`src/rtl/i2c_irq_pkg.sv`:
```
package i2c_irq_pkg;
  localparam int unsigned REG_W   = 8;
  localparam int unsigned CTRL_W  = 4;
  localparam int unsigned BIT_CPU = 0;
  localparam int unsigned BIT_TXD = 1;
  localparam int unsigned BIT_RXD = 2;
  localparam int unsigned BIT_IDL = 3;
  localparam logic [CTRL_W-1:0] CTRL_RST = 4'b0001;

  typedef struct packed {
    logic idle_en;
    logic rxd_en;
    logic txd_en;
    logic cpu_en;
  } ctrl_t;
endpackage

```
`src/rtl/i2c_irq_rst_sync.sv`:
```
module i2c_irq_rst_sync #(
  parameter int unsigned STAGES = 2
) (
  input  logic clk,
  input  logic rst_n,
  output logic rst_n_sync
);
  logic [STAGES-1:0] chain_q;

  always_ff @(posedge clk or negedge rst_n) begin
    if (!rst_n) chain_q <= '0;
    else        chain_q <= {chain_q[STAGES-2:0], 1'b1};
  end

  assign rst_n_sync = chain_q[STAGES-1];
endmodule

```
`src/rtl/i2c_irq_ctrl_reg.sv`:
```
module i2c_irq_ctrl_reg
  import i2c_irq_pkg::*;
(
  input  logic             clk,
  input  logic             rst_n,
  input  logic             wr,
  input  logic [REG_W-1:0] wdata,
  output ctrl_t            ctrl_q,
  output ctrl_t            ctrl_d,
  output logic [REG_W-1:0] rdata
);
  logic unused_hi;

  assign unused_hi = ^wdata[REG_W-1:CTRL_W];

  always_comb begin
    ctrl_d = ctrl_q;
    if (wr) ctrl_d = ctrl_t'(wdata[CTRL_W-1:0]);
  end

  always_ff @(posedge clk or negedge rst_n) begin
    if (!rst_n)  ctrl_q <= ctrl_t'(CTRL_RST);
    else if (wr) ctrl_q <= ctrl_d;
  end

  assign rdata = {{(REG_W-CTRL_W){1'b0}}, ctrl_q};
endmodule

```
`src/rtl/i2c_irq_evt_track.sv`:
```
module i2c_irq_evt_track (
  input  logic clk,
  input  logic rst_n,
  input  logic evt,
  input  logic ack,
  input  logic is_tx,
  output logic pend_q,
  output logic dir_tx_q
);
  logic pend_d;
  logic dir_d;
  logic pend_en;

  always_comb begin
    pend_en = evt | ack;
    pend_d  = evt;
    dir_d   = is_tx;
  end

  always_ff @(posedge clk or negedge rst_n) begin
    if (!rst_n)       pend_q <= 1'b0;
    else if (pend_en) pend_q <= pend_d;
  end

  always_ff @(posedge clk or negedge rst_n) begin
    if (!rst_n)   dir_tx_q <= 1'b0;
    else if (evt) dir_tx_q <= dir_d;
  end
endmodule

```
`src/rtl/i2c_irq_idle_det.sv`:
```
module i2c_irq_idle_det (
  input  logic clk,
  input  logic rst_n,
  input  logic bus_busy,
  input  logic idle_en_d,
  output logic idle_flag_q
);
  logic busy_q;
  logic busy_fall;
  logic busy_rise;
  logic idle_d;

  always_comb begin
    busy_fall = busy_q & ~bus_busy;
    busy_rise = ~busy_q & bus_busy;
    idle_d    = idle_en_d & ~busy_rise & (idle_flag_q | busy_fall);
  end

  always_ff @(posedge clk or negedge rst_n) begin
    if (!rst_n) begin
      busy_q      <= 1'b0;
      idle_flag_q <= 1'b0;
    end else begin
      busy_q      <= bus_busy;
      idle_flag_q <= idle_d;
    end
  end
endmodule

```
`src/rtl/i2c_irq_router.sv`:
```
module i2c_irq_router
  import i2c_irq_pkg::*;
(
  input  logic             clk,
  input  logic             rst_n,
  input  logic             reg_wr,
  input  logic [REG_W-1:0] reg_wdata,
  output logic [REG_W-1:0] reg_rdata,
  input  logic             xfer_evt,
  input  logic             xfer_ack,
  input  logic             xfer_is_tx,
  input  logic             bus_busy,
  output logic             cpu_irq,
  output logic             dma_tx_req,
  output logic             dma_rx_req
);
  logic  rst_n_i;
  ctrl_t ctrl_q;
  ctrl_t ctrl_d;
  logic  pend_q;
  logic  dir_tx_q;
  logic  idle_flag_q;

  i2c_irq_rst_sync #(.STAGES(2)) u_rst (
    .clk(clk), .rst_n(rst_n), .rst_n_sync(rst_n_i)
  );

  i2c_irq_ctrl_reg u_ctrl (
    .clk(clk), .rst_n(rst_n_i), .wr(reg_wr), .wdata(reg_wdata),
    .ctrl_q(ctrl_q), .ctrl_d(ctrl_d), .rdata(reg_rdata)
  );

  i2c_irq_evt_track u_evt (
    .clk(clk), .rst_n(rst_n_i), .evt(xfer_evt), .ack(xfer_ack),
    .is_tx(xfer_is_tx), .pend_q(pend_q), .dir_tx_q(dir_tx_q)
  );

  i2c_irq_idle_det u_idle (
    .clk(clk), .rst_n(rst_n_i), .bus_busy(bus_busy),
    .idle_en_d(ctrl_d.idle_en), .idle_flag_q(idle_flag_q)
  );

  always_comb begin
    cpu_irq    = (pend_q & ctrl_q.cpu_en) | idle_flag_q;
    dma_tx_req = pend_q & ctrl_q.txd_en & dir_tx_q;
    dma_rx_req = pend_q & ctrl_q.rxd_en & ~dir_tx_q;
  end
endmodule

```
`config.mk`:
```
export PLATFORM = sky130hd
export DESIGN_NAME = i2c_irq_router
export DESIGN_NICKNAME = d
export VERILOG_FILES = /design/src/rtl/i2c_irq_pkg.sv /design/src/rtl/i2c_irq_rst_sync.sv /design/src/rtl/i2c_irq_ctrl_reg.sv /design/src/rtl/i2c_irq_evt_track.sv /design/src/rtl/i2c_irq_idle_det.sv /design/src/rtl/i2c_irq_router.sv
export SDC_FILE = /design/constraint.sdc
export NUM_CORES = 1
export LEC_CHECK = 0
export CORE_AREA = 4 4 41 43
export CTS_BUF_LIST = sky130_fd_sc_hd__clkbuf_16
export DETAILED_ROUTE_END_ITERATION = 10
export DIE_AREA = 0 0 45 47
export GPL_TIMING_DRIVEN = 0
export PLACE_DENSITY = 0.69
export SETUP_SLACK_MARGIN = 0.1
export SLEW_MARGIN = 10
export SYNTH_ARGS = -nofsm -noshare
export SYNTH_HDL_FRONTEND = slang
export SYNTH_SLANG_ARGS = --single-unit
```
`constraint.sdc`:
```
create_clock -name clk -period 0.86 [get_ports clk]
set_clock_uncertainty 0.05 [all_clocks]
set_input_delay 0.172 -clock clk [delete_from_list [all_inputs] [get_ports clk]]
set_output_delay 0.172 -clock clk [all_outputs]
set_load 0.03 [all_outputs]
```
Word level (Yosys, flattened, before mapping)
Cells that the tools add are included.
Cells by class
  muxes and demuxes: 1
  bitwise gates (word level): 16
Operator list (number)
  1-bit bitwise AND: 9
  4-bit two-way mux: 1
  1-bit inverter: 4
  1-bit bitwise OR: 3
Storage, ports and cells
  register bits: 10
  input port bits: 15
  output and inout port bits: 11
  word-level logic and storage cells: 26

Longest topological paths before layout
Gate-level depths: netlist of run 1.
  depth in word-level cells: 5
  mapped depth: 3

Modules after synthesis
A second synthesis of run 1 with hierarchy kept.
Unflattened totals
  cells, all modules: 38
  area, all modules: 520.5 um^2
Modules (own cells, without submodules)
  i2c_irq_ctrl_reg: times used 1, cells an instance 22, area an instance 296.5 um^2
  i2c_irq_evt_track: times used 1, cells an instance 5, area an instance 77.6 um^2
  i2c_irq_idle_det: times used 1, cells an instance 5, area an instance 68.8 um^2
  i2c_irq_rst_sync: times used 1, cells an instance 3, area an instance 53.8 um^2
  i2c_irq_router: times used 1, cells an instance 3, area an instance 23.8 um^2

Worst setup path after synthesis of run 1
No wires, ideal clock.
  kind: reg2out
  start point: reg, netlist name u_ctrl.ctrl_q[2]
  end point: out dma_rx_req
  data arrival time: 0.998 ns
  slack: -0.360 ns
  stages on the path, launching flop included: 3
  path buffers: 0
  cell sequence: dfrtp_1 -> nand2_1 -> nor2_1
On the way
  longest elaborated chain between the ends: 2
RTL lines
  1-bit bitwise AND (2 in series): line i2c_irq_router.sv:46  | dma_rx_req = pend_q & ctrl_q.rxd_en & ~dir_tx_q;
  end: declaration: line i2c_irq_router.sv:15  | output logic dma_rx_req
No other way between the ends.

Final worst setup path of run 1
  start point: reg u_evt.pend_q
  end point: out cpu_irq
On the way
  longest elaborated chain between the ends: 2
RTL lines
  start: declaration: line i2c_irq_evt_track.sv:7  | output logic pend_q,
  start signal: assignment: line i2c_irq_evt_track.sv:22  | else if (pend_en) pend_q <= pend_d;
  1-bit bitwise AND: line i2c_irq_router.sv:44  | cpu_irq = (pend_q & ctrl_q.cpu_en) | idle_flag_q;
  1-bit bitwise OR: line i2c_irq_router.sv:44
  end: declaration: line i2c_irq_router.sv:13  | output logic cpu_irq,
No other way between the ends.

==> results by group, run 1 <==
Synth
  – Yosys top cell area share: 55.56%
  – Post-synth cell types: 14
  – Yosys warnings: 0
  – Area contributors post-synth: dfrtp_1 (56%), buf_4 (7.4%), dfstp_2 (6.5%)
  – Syn Std Cell Area: 405.4 um^2
  – Area leader, netlist: dfrtp_1
  – Post-Syn Area per Cell: 13.51 um^2
  – Register area share after synthesis: 62.04%
  – Synth Register Bits: 10
  – Syn Inst Count: 30

Timing
  – Setup Viol. Count Final: 9
  – Final worst path period share: 142.6%
  – RSZ-0062 raised after global routing: yes
  – Hold Violations, Final: 0
  – Hold slack: 52.51 ps
  – Final period demand of the worst path: 1227 ps
  – Slew Viols, Final: 0
  – Setup slack after layout: -366.8 ps
  – Peak Freq: 0.8151 GHz

Placement
  – Cells after DPL: 65
  – Final GP Congestion: 0.6701
  – DP Wirelength: 622.7 um
  – PortBufs: 17
  – Dpl cell area: 633.1 um^2

Worst setup path
  – CP arrival: 1000 ps
  – Reg2reg end: u_idle.idle_flag_q
  – FF-to-FF Start: u_idle.idle_flag_q
  – CP Capture Type: output port
  – Largest stage delay, worst path: 410 ps
  – CP cell instances: a21o_4 -> buf_6
  – Cells on worst reg2reg path: 2
  – Worst R2R Setup Slack: -140 ps
  – Slowest cell on the critical path: dfrtp_1
  – WP data required: 640 ps
  – CP Launch Type: flop
  – Worst-path fanout max: 4
  – Crit path kind: reg -> out

CTS
  – Clock latency on the worst-skew pair: 230 ps
  – CTS H-tree depth: 1
  – CTS tree: built
  – Num CTS Buffers: 3
  – Clock slew at reported path FFs: 40 ps
  – Clock Sinks: 10
  – Clock root cell: clkbuf_16
  – Clock buffer depth: 2
  – CTS Hold Bufs: 0

Pwr
  – Peak VDD IR: 1.237 mV
  – PD cells: 2314 nW/um^2
  – Final Total Pwr: 1676 uW
  – Leakage power: 0.0003523 uW

Cells and area
  – Area growth syn-to-layout: 78.70%
  – Commonest non-fill, non-tap cell in the layout: clkdlybuf4s50_1
  – Non-Filler Instances: 70
  – NumNets Final: 71
  – Antenna diode count: 0
  – Core Util, Final: 55.67%
  – Layout cells sized above 1: 50.91%
  – Most frequent cells in the layout: clkdlybuf4s50_1 (7), buf_6 (6), dfrtp_1 (6)
  – Final instance area: 724.4 um^2

Routing
  – DRT antenna net count: 0
  – Post-DR wirelength/cell: 10.97 um
  – Vias per cell: 4.129
  – Final WL: 768 um
  – Routed via count: 289
  – Iter 0 DRT Violations: 1
  – DR pass1 iterations: 2
  – DRC: 0

Global route
  – Grt ovf: 0
  – Largest net degree at the start of global routing: 9
  – Number of global-route vias before repair: 265
  – First-pass GRT wire length: 1.145 mm
  – GR Util All Layers: 8.260%
  – Initial antenna violation count: 0

Worst hold path
  – Hold Crit Class: in -> async

Run status
  – Outcome: finished, violations left
  – Failing checks: setup timing

Die
  – Io pins: 26
  – Die height: 47 um
  – Core area: 1301 um^2
  – Rows: 13
  – Die W: 45 um
  – Initial core utilization: 31.15%
  – Die area: 2115 um^2

Flow run
  – Maxcap violations: 0
==> routing by layer <==
| layer | GRT usage (%) | part of all wire (%) | vias up |
|---|---|---|---|
| met3 | 4.598 | 9.9 | 2 |
| li1 | - | - | 137 |
| met2 | 11.58 | 49 | 16 |
| met5 | 0 | 0 | - |
| met1 | 9.739 | 39 | 134 |
| met4 | 5.263 | 2.5 | 0 |
==> Yosys cell counts <==
cell type and count:
a21o_1 2, buf_4 4, conb_1 2, inv_1 2
nor2_1 1, mux2_4 1, nand2_1 1, mux2_2 2
mux2_1 2, and2_4 1, and3_1 1, dfstp_2 1
maj3_2 1, dfrtp_1 9
==> stage by stage <==
stage / setup TNS (ps) / setup WS (ps)
after floorplan: -666.0 / -171.9
after global placement: -6283 / -650.1
after detailed placement: -6366 / -651.4
after CTS: -2013 / -375.5
after global routing: -2287 / -395.1
final: -2030 / -366.8
==> area by class of cell <==
class / instances / area [um^2]
Buffer: 4 / 30.03
Clock buffer: 3 / 75.07
Clock inverter: 1 / 3.754
Inverter: 2 / 7.507
Multi-Input combinational cell: 17 / 155.1
Sequential cell: 10 / 255.2
Tap cell: 15 / 18.77
Timing Repair Buffer: 18 / 178.9
Fill cell: 128 / 576.8
==> sequential cells by signal, indices dropped and copies added (netlist names) <==
name,cells
u_evt.dir_tx_q,1
u_evt.pend_q,1
u_idle.busy_q,1
u_rst.chain_q,2
u_ctrl.ctrl_q,4
u_idle.idle_flag_q,1
==> critical path, delay by kind of cell, from the launching register on <==
family / cells / cell delay [ps]
DFF: 1 / 410
AOI/OAI and AO/OA: 1 / 230
buffers and inverters: 1 / 130
==> where the power goes <==
group / switching, uW / internal [uW] / total, uW
logic: 142 / 169 / 310
registers: 38.0 / 517 / 555
clock network: 203 / 608 / 811
total: 383 / 1290 / 1680
==> worst max-delay path by stage <==
stage                      from                  to  slack (ps)  cells past startpoint
3_3_place_gp   u_ctrl.ctrl_q[0]             cpu_irq        -650                      2
4_1_cts        u_ctrl.ctrl_q[0]             cpu_irq        -380                      2
5_1_grt            u_evt.pend_q             cpu_irq        -400                      2
3_5_place_dp   u_ctrl.ctrl_q[0]             cpu_irq        -650                      2
6_report           u_evt.pend_q             cpu_irq        -370                      2
2_1_floorplan  u_ctrl.ctrl_q[3]  u_idle.idle_flag_q        -170                      2
==> cell families after synthesis <==
kind of cell               after synthesis  share of synthesized area (%)
AOI/OAI and AO/OA                        2                          3.703
adders and majority gates                1                          2.778
buffers and inverters                    6                          9.260
muxes                                    5                          14.81
other                                    2                          1.853
and+or+nand+nor                          4                          5.555
DFF                                     10                          62.04
==> timing repair <==
| action | 4_1_cts | 5_1_grt |
|---|---|---|
| setup endpoints to repair | 14 | 14 |
| pin swaps | 1 | 1 |
| buffers inserted | 0 | 1 |
| hold endpoints to repair | 0 | 0 |
| resized for setup | 49 | 3 |
Power figures use the tool's default switching activity.
==> run 2, diff against run 1 <==
Settings changed: REMOVE_ABC_BUFFERS set to 1.
==> run 2 against run 1 <==
  * The run still ends with setup timing left
  * Utilization down 3.2 points
  * Sequential share of layout area up 1.6 points
  * Non-clock buffer count down 3
  * Sequential power down 2%
  * Clock power down 2%
  * Routed wire length down 3.3%
  * Largest cell class unchanged
==> results by group, run 2 (synthesis gave the netlist of run 1 again) <==
Timing
  – Hold Violations, Final: 0
  – RSZ-0062 raised after global routing: yes
  – Fin Setup TNS: -1917 ps
  – Final worst path period share: 140.8%
  – Hold slack: 57.36 ps
  – Final period demand of the worst path: 1211 ps
  – Peak Freq: 0.8259 GHz
  – Setup Viol. Count Final: 9
  – Slew Viols, Final: 0
  – Setup slack after layout: -350.8 ps

Routing
  – Final WL: 743 um
  – Vias per cell: 4.090
  – DR pass1 iterations: 2
  – Post-DR wirelength/cell: 11.09 um
  – Routed via count: 274
  – DRC: 0
  – DRT antenna net count: 0
  – Iter 0 DRT Violations: 3

Cells and area
  – Antenna diode count: 0
  – Layout cells sized above 1: 38.46%
  – Top Registers: u_ctrl.ctrl_q: 4 flops, u_rst.chain_q: 2 flops
  – Area growth syn-to-layout: 68.52%
  – NumNets Final: 68
  – Commonest non-fill, non-tap cell in the layout: dfrtp_1
  – Max FFs per register: 4
  – Fillcell total: 123
  – Most frequent cells in the layout: dfrtp_1 (9), clkdlybuf4s50_1 (7), buf_6 (7)
  – Largest Register: u_ctrl.ctrl_q

Global route
  – Number of global-route vias before repair: 257
  – Met1 usage: 8.353%
  – GR Util All Layers: 7.229%
  – First-pass GRT wire length: 1.055 mm
  – GR Util met2: 11.86%
  – Grt ovf: 0
  – Gr busiest metal: met2
  – Met3 global-route usage: 1.533%
  – Initial antenna violation count: 0
  – Largest net degree at the start of global routing: 9

Die
  – Io pins: 26
  – Initial core utilization: 31.15%
  – Die area: 2115 um^2
  – Rows: 13
  – Core area: 1301 um^2
  – Die height: 47 um
  – Die W: 45 um

Pwr
  – Leakage power: 0.0003444 uW
  – Clock Power Share: 48.6%
  – Logic pwr share: 18.1%
  – Reg power frac: 33.3%
  – Peak VDD IR: 1.635 mV
  – PD cells: 2400 nW/um^2
  – Switch Pwr: 363.2 uW
  – Sw frac: 22.15%
  – Internal power: 1276 uW

CTS
  – CTS tree: built
  – Clock latency on the worst-skew pair: 230 ps
  – CTS Hold Bufs: 0
  – Clock buffer depth: 2
  – Num CTS Buffers: 3
  – Clock root cell: clkbuf_16
  – Clock Sinks: 10
  – CTS H-tree depth: 1
  – Clock slew at reported path FFs: 40 ps

Worst setup path
  – CP Launch Type: flop
  – Slowest cell on the critical path: dfstp_2
  – Delay-heaviest family, CP: flip-flops
  – CP Capture Type: output port
  – WP data required: 640 ps
  – Crit path kind: reg -> out
  – Worst-path fanout max: 2
  – Worst Path Buf+Inv: 1
  – CP arrival: 990 ps
  – Largest stage delay, worst path: 520 ps
  – CP cell instances: a21o_1 -> buf_6

Placement
  – PortBufs: 17
  – DP Wirelength: 542.5 um
  – Final GP Congestion: 0.6328

Run status
  – Outcome: finished, violations left
  – Failing checks: setup timing

Flow run
  – Maxcap violations: 0

Worst hold path
  – Hold Crit Class: in -> async
-- run 2: final timing paths --
kind                                     from                  to  slack (ps)  cells after the start
hold / removal                          rst_n    u_rst.chain_q[0]          60                      1
min in group clk                     bus_busy       u_idle.busy_q         140                      1
setup reg to reg           u_idle.idle_flag_q  u_idle.idle_flag_q        -130                      2
setup / recovery             u_ctrl.ctrl_q[0]             cpu_irq        -350                      2
max in group asynchronous    u_rst.chain_q[1]    u_ctrl.ctrl_q[0]         410                      0
hold reg to reg              u_rst.chain_q[1]       u_idle.busy_q          70                      0
-- run 2: per-stage QoR --
step | instances | cell area (um^2) | total power, uW | util [%] | worst slack [ps]
2_1_floorplan | 29 | 386.6 | 688.0 | - | -360.0
3_3_place_gp | 61 | 575.6 | 813.3 | 44.23 | -638.1
3_5_place_dp | 61 | 575.6 | 815.3 | 44.23 | -638.8
4_1_cts | 65 | 649.4 | 1621 | 49.90 | -366.2
5_1_grt | 67 | 683.2 | 1702 | 52.50 | -387.5
6_report | 67 | 683.2 | 1640 | 52.50 | -350.8
-- run 2: area by class of cell --
cell class / count / area, um^2 / share of cell area, %
flip-flops and latches: 10 / 251.5 / 36.81
repair buffers: 19 / 191.4 / 28.02
multi-input cells: 17 / 135.1 / 19.78
clock buffers: 3 / 75.07 / 10.99
well taps: 15 / 18.77 / 2.747
inverters: 2 / 7.507 / 1.099
clock inverters: 1 / 3.754 / 0.5495
-- run 2: metal layers --
layer | vias to the layer above | part of all wire [%]
met4 | 0 | 0
li1 | 132 | -
met3 | 0 | 13
met1 | 128 | 38
met2 | 14 | 48
met5 | - | 0
-- run 2: repair_timing --
item,4_1_cts,5_1_grt
endpoints found under the hold margin,0,0
pin swaps,0,1
setup buffers,0,2
setup endpoints to repair,13,14
gates resized for setup,49,7
-- run 2: power groups by stage --
stage | Sequential (uW) | Clock [uW] | Combinational (uW)
6_report | 545 | 797 | 297
5_1_grt | 553 | 834 | 315
4_1_cts | 547 | 811 | 263
3_5_place_dp | 550 | 0 | 265
3_3_place_gp | 548 | 0 | 265
2_1_floorplan | 583 | 0 | 105
